## config.mk

```make
export PLATFORM = sky130hd
export DESIGN_NAME = vector_fetch_unit
export DESIGN_NICKNAME = d
export VERILOG_FILES = /design/src/rtl/vector_fetch_pkg.sv /design/src/rtl/vector_fetch_ctrl.sv /design/src/rtl/vector_fetch_datapath.sv /design/src/rtl/vector_fetch_unit.sv
export SDC_FILE = /design/constraint.sdc
export NUM_CORES = 1
export LEC_CHECK = 0
export BUFFER_PORTS_ARGS = -buffer_cell sky130_fd_sc_hd__buf_2
export CAP_MARGIN = 20
export CORE_MARGIN = 2
export CORE_UTILIZATION = 54
export CTS_CLUSTER_SIZE = 12
export DETAILED_ROUTE_END_ITERATION = 16
export PLACE_DENSITY = 0.8
export SYNTH_ARGS = -nofsm -noshare
export SYNTH_HDL_FRONTEND = slang
export SYNTH_SLANG_ARGS = --single-unit
```

## constraint.sdc

```tcl
create_clock -name clk -period 3.1 [get_ports clk]
set_clock_uncertainty 0.1 [all_clocks]
set_input_delay 0.155 -clock clk [delete_from_list [all_inputs] [get_ports clk]]
set_output_delay 0.155 -clock clk [all_outputs]
set_load 0.01 [all_outputs]
```

## src/rtl/vector_fetch_pkg.sv

```systemverilog
package vector_fetch_pkg;

  typedef enum logic [1:0] {
    FS_IDLE    = 2'd0,
    FS_ISSUE   = 2'd1,
    FS_WAIT    = 2'd2,
    FS_DELIVER = 2'd3
  } fetchState_e;

  // Codes 0..2 are the lockable settings, in the bit order of the lock register.
  localparam logic [1:0] SEL_BASE     = 2'd0;
  localparam logic [1:0] SEL_FAIL     = 2'd1;
  localparam logic [1:0] SEL_COLLAPSE = 2'd2;
  localparam logic [1:0] SEL_LOCK     = 2'd3;
  localparam int LOCK_N = 3;

  typedef struct packed {
    logic latchAddr;  // capture the entry address of an accepted request
    logic useReset;   // current fetch targets the fixed reset location
    logic capture;    // read response arrives this cycle
    logic seed;       // reset read response: seed the fallback register
  } ctrlStrobe_t;

endpackage

```

## src/rtl/vector_fetch_ctrl.sv

```systemverilog
module vector_fetch_ctrl
  import vector_fetch_pkg::*;
(
  input  logic        clk,
  input  logic        rstN,
  input  logic        reqValid,
  input  logic        memRdValid,
  output logic        reqReady,
  output logic        memRdEn,
  output logic        pcLoad,
  output ctrlStrobe_t strobe
);

  fetchState_e state;
  logic        resetPending;

  always_ff @(posedge clk) begin
    if (!rstN) begin
      state        <= FS_IDLE;
      resetPending <= 1'b1;
    end else begin
      unique case (state)
        FS_IDLE:    if (resetPending || reqValid) state <= FS_ISSUE;
        FS_ISSUE:   state <= FS_WAIT;
        FS_WAIT:    if (memRdValid) state <= FS_DELIVER;
        FS_DELIVER: begin
          state        <= FS_IDLE;
          resetPending <= 1'b0;
        end
        default:    state <= FS_IDLE;
      endcase
    end
  end

  always_comb begin
    reqReady         = (state == FS_IDLE) && !resetPending;
    memRdEn          = (state == FS_ISSUE);
    pcLoad           = (state == FS_DELIVER);
    strobe.latchAddr = reqReady && reqValid;
    strobe.useReset  = resetPending;
    strobe.capture   = (state == FS_WAIT) && memRdValid;
    strobe.seed      = strobe.capture && resetPending;
  end

endmodule

```

## src/rtl/vector_fetch_datapath.sv

```systemverilog
module vector_fetch_datapath
  import vector_fetch_pkg::*;
#(
  parameter int              ADDR_W      = 24,
  parameter int              VEC_W       = 9,
  parameter int              SHARED_VEC  = 9,
  parameter int              ENTRY_SHIFT = 2,
  parameter logic [ADDR_W-1:0] RESET_ADDR = 24'h800000
) (
  input  logic              clk,
  input  logic              rstN,
  input  ctrlStrobe_t       strobe,
  input  logic [VEC_W-1:0]  reqVector,
  input  logic              regWe,
  input  logic [1:0]        regSel,
  input  logic [ADDR_W-1:0] regWdata,
  input  logic [ADDR_W-1:0] memRdData,
  input  logic              memRdErr,
  output logic              lockErr,
  output logic [ADDR_W-1:0] memAddr,
  output logic [ADDR_W-1:0] pcTarget
);

  localparam logic [VEC_W-1:0] SHARED_IDX = VEC_W'(SHARED_VEC);

  logic [ADDR_W-1:0] baseReg, failReg, addrReg, targetReg, entryAddr;
  logic              collapseReg;
  logic [LOCK_N-1:0] lockBit, writeHit, allowed;
  logic [VEC_W-1:0]  effVec;
  logic              lockWrite;

  assign lockWrite = regWe && (regSel == SEL_LOCK);

  for (genvar i = 0; i < LOCK_N; i++) begin : g_lock
    logic bitQ;
    always_ff @(posedge clk) begin
      if (!rstN)                         bitQ <= 1'b0;
      else if (lockWrite && regWdata[i]) bitQ <= 1'b1;
    end
    assign lockBit[i]  = bitQ;
    assign writeHit[i] = regWe && (regSel == 2'(i));
    assign allowed[i]  = writeHit[i] && !bitQ;
  end

  always_ff @(posedge clk) begin
    if (!rstN) begin
      baseReg     <= RESET_ADDR;
      failReg     <= RESET_ADDR;
      collapseReg <= 1'b0;
      lockErr     <= 1'b0;
    end else begin
      if (|(writeHit & lockBit)) lockErr <= 1'b1;
      if (allowed[SEL_BASE]) baseReg <= regWdata;
      if (strobe.seed && !memRdErr)  failReg <= memRdData;
      else if (allowed[SEL_FAIL])    failReg <= regWdata;
      if (allowed[SEL_COLLAPSE]) collapseReg <= regWdata[0];
    end
  end

  always_comb begin
    effVec    = (collapseReg && (reqVector >= SHARED_IDX)) ? SHARED_IDX : reqVector;
    entryAddr = baseReg + (ADDR_W'(effVec) << ENTRY_SHIFT);
  end

  always_ff @(posedge clk) begin
    if (!rstN) begin
      addrReg   <= '0;
      targetReg <= '0;
    end else begin
      if (strobe.latchAddr) addrReg <= entryAddr;
      if (strobe.capture)   targetReg <= memRdErr ? failReg : memRdData;
    end
  end

  assign memAddr  = strobe.useReset ? RESET_ADDR : addrReg;
  assign pcTarget = targetReg;

endmodule

```

## src/rtl/vector_fetch_unit.sv

```systemverilog
module vector_fetch_unit
  import vector_fetch_pkg::*;
#(
  parameter int              ADDR_W      = 24,
  parameter int              VEC_W       = 9,
  parameter int              SHARED_VEC  = 9,
  parameter int              ENTRY_SHIFT = 2,
  parameter logic [ADDR_W-1:0] RESET_ADDR = 24'h800000
) (
  input  logic              clk,
  input  logic              rstN,
  input  logic              reqValid,
  input  logic [VEC_W-1:0]  reqVector,
  output logic              reqReady,
  input  logic              regWe,
  input  logic [1:0]        regSel,
  input  logic [ADDR_W-1:0] regWdata,
  output logic              lockErr,
  output logic              memRdEn,
  output logic [ADDR_W-1:0] memAddr,
  input  logic              memRdValid,
  input  logic [ADDR_W-1:0] memRdData,
  input  logic              memRdErr,
  output logic              pcLoad,
  output logic [ADDR_W-1:0] pcTarget
);

  ctrlStrobe_t strobe;

  vector_fetch_ctrl u_ctrl (
    .clk        (clk),
    .rstN       (rstN),
    .reqValid   (reqValid),
    .memRdValid (memRdValid),
    .reqReady   (reqReady),
    .memRdEn    (memRdEn),
    .pcLoad     (pcLoad),
    .strobe     (strobe)
  );

  vector_fetch_datapath #(
    .ADDR_W      (ADDR_W),
    .VEC_W       (VEC_W),
    .SHARED_VEC  (SHARED_VEC),
    .ENTRY_SHIFT (ENTRY_SHIFT),
    .RESET_ADDR  (RESET_ADDR)
  ) u_dp (
    .clk       (clk),
    .rstN      (rstN),
    .strobe    (strobe),
    .reqVector (reqVector),
    .regWe     (regWe),
    .regSel    (regSel),
    .regWdata  (regWdata),
    .memRdData (memRdData),
    .memRdErr  (memRdErr),
    .lockErr   (lockErr),
    .memAddr   (memAddr),
    .pcTarget  (pcTarget)
  );

endmodule

```

==> run metrics <==
Post-CTS Setup Bufs=0; fraction of layout cells with a size suffix above 1=21.1%; Via density=5.75; number of synthesized register bits=104; H-tree depth=3; hold path depth=3; Die Area=0.0105 sq mm; tightest hold margin=0.0345 ns; register area share after synthesis=39.9%; die height=102 microns; minimum clock period=2.70 ns; r2r startpoint=u_dp.collapseReg$_SDFFE_PN0P_; clock root buffer=clkbuf_8; CTS tree=done; P_leak=2.69 nW; core box area=0.00933 sq mm; hold buffers post-CTS=48; Power Density=475 mW/mm^2; reg-to-reg critical path endpoint=u_dp.addrReg[22]$_SDFFE_PN0P_; Worst EP required=3.26 ns; Worst R2R Setup Slack=0.45 ns; Max Fclk=371 MHz; TritonCTS Buffers=9; top_reg_cell synth=dfxtp_1; via count=5083; multi-input logic area=0.00291 sq mm; nets@finish=830; Synth Area in Compound Gates=18.4%; Worst path max stage delay=0.53 ns; commonest non-fill, non-tap cell in the layout=buf_2; Slew @ Worst Pin=0.757 ns; main combinational cell family by area after synthesis=simple AND/OR/NAND/NOR gates; worst relative slew slack=49.4%; largest net degree at the start of global routing=49; worst hold start=memRdData[22]; Worst R2R Path Depth=10; antenna violations before repair=1; crit-path cells=buf_2, or4_1, o31ai_2, nand2_1, fa_1, nand3b_1, a21oi_2, o21ai_4, mux2i_1, a311o_1; Yosys Warn Count=0; Setup CP Type=in2reg; DP Wirelength=9470 microns; setup tns final=0 ns; Worst path slowest cell=or4_1; Simple-Gate Fraction of Synth Area=21.5%; syn avg cell area=8.63 sq um; status=finished clean; Peak VDD IR=0.282 mV; Max Cap Viol=0; DR DRC count=0; HP Class=in2reg; first-pass GRT wire length=23100 microns; commonest cells after routing, fill and taps aside=buf_2 (116), dfxtp_1 (104), nand2_1 (75); post-synth cell types=61; row cnt=35; Num Clock Sinks=104; Pre-antenna DRT Iters=4; Initial Util=56.0%; GPL Wtd Cong=0.902; Resized Gates After CTS=0; Routed WL=14200 microns; Post-synth EDFFs=0; gr usage total=27.9%; vias in the first global route=4964; Worst-Skew Late Latency=0.37 ns; 1st-iter DRT viols=213; RSZ-0062 raised after global routing=no; Routed Antenna Nets=0; final hold violation count=0; WHS Endpoint=u_dp.failReg[22]$_SDFFE_PN0P_; Max Slew Vio Count=0; syn nets=686; post-route core utilization=69.7%; Tcrit/Tclk final=87.0%; Post-Syn Instances=605; Async S/R FF share, synth=0%; crit path max fanout=5; Critical Path Sink Type=flip-flop; register area=0.00208 sq mm; CP arrival=2.86 ns; mux contribution to synthesized area=10.6%; total gr overflow=0; Post-Synth XOR/XNOR Area=1.17%; final setup violation count=0; FILL cells=736; Reg clk slew, reported paths=0.10 ns; critical path startpoint category=primary input; Post-Synth Adder-Cell Area=3.98%; maximum root-to-sink buffer count=2; Die Wd=102 microns; Area growth syn-to-layout=24.4%; input/output buffers=116; Top Ports=117; post-detailed-route wirelength per cell=16.1 microns; Post-Syn Area=0.00522 sq mm
worst max-delay path, delay by kind of cell:
family / cells / cell delay [ns]
buf+inv: 1 / 0.10
compound gates: 4 / 1.10
simple gates: 3 / 0.92
fa+ha+maj: 1 / 0.44
mux: 1 / 0.15
cell families (layout without fill, tap and decap cells):
logic type / count (synthesis) / in the layout
other: 0 / 1
xor gates and xnor gates: 7 / 7
adders and majority gates: 16 / 16
and+or+nand+nor: 233 / 233
muxes: 55 / 55
buffers and inverters: 49 / 198
AOI/OAI and AO/OA: 141 / 141
DFF: 104 / 104
layer usage:
layer	track usage, %	routed length (microns)	share of wire (%)
met1	31.9	5730	40
met2	51.4	7390	52
met3	5.20	689	4.8
met4	10.8	416	2.9
met5	0	0	0
power by group:
part	leakage (nW)	switching, W	internal (W)	total (W)
registers	0.845	0.0000905	0.00148	0.00157
logic	1.75	0.000409	0.000317	0.000726
clock network	0.0955	0.000490	0.000302	0.000792
total	2.69	0.000989	0.00210	0.00309
per-stage QoR:
stage,cell area [sq um],instances,total power (W),setup slack [ns]
global route,6500,884,0.00325,0.253
floorplan,5220,605,0.00203,0.364
CTS,6500,883,0.00309,0.434
detailed placement,5840,819,0.00226,0.0331
finish,6500,884,0.00309,0.402
global placement,5840,819,0.00222,0.113
cells in the mapped netlist, drive strengths merged (9+ instances only):
library cell,n,area (sq um)
inv,9,33.8
a21oi,46,241
and3,10,62.6
ha,15,188
dfxtp,104,2080
nor2b,30,190
nand2,75,282
clkbuf,18,67.6
buf,22,136
mux2i,54,541
nand3,16,80.1
a211oi,51,393
o21ai,18,105
nor2,65,246
worst max-delay path by stage:
stage	end	from	slack, ns
final	u_dp.addrReg[22]$_SDFFE_PN0P_	reqVector[4]	0.40
after global routing	u_dp.addrReg[22]$_SDFFE_PN0P_	u_dp.collapseReg$_SDFFE_PN0P_	0.25
after CTS	u_dp.addrReg[22]$_SDFFE_PN0P_	reqVector[4]	0.43
after detailed placement	u_dp.addrReg[22]$_SDFFE_PN0P_	reqVector[4]	0.03
after global placement	u_dp.addrReg[22]$_SDFFE_PN0P_	reqVector[4]	0.11
after floorplan	u_dp.addrReg[22]$_SDFFE_PN0P_	reqVector[4]	0.36
flip-flops by register name (all words and copies together), names as in the netlist:
signal / count
u_ctrl.resetPending: 1
u_ctrl.state: 2
u_dp.collapseReg: 1
u_dp.pcTarget: 24
u_dp.baseReg: 24
u_dp.addrReg: 24
u_dp.g_lock.bitQ: 3
u_dp.lockErr: 1
u_dp.failReg: 24
area by class of cell:
| cell class | count | share of cell area (%) |
|---|---|---|
| flip-flops and latches | 104 | 32.0 |
| diodes | 1 | 0.0385 |
| well taps | 129 | 2.48 |
| clock buffers | 9 | 1.91 |
| clock inverters | 7 | 0.866 |
| multi-input cells | 452 | 44.8 |
| repair buffers | 173 | 17.4 |
| inverters | 9 | 0.520 |
Power figures use the tool's default switching activity.
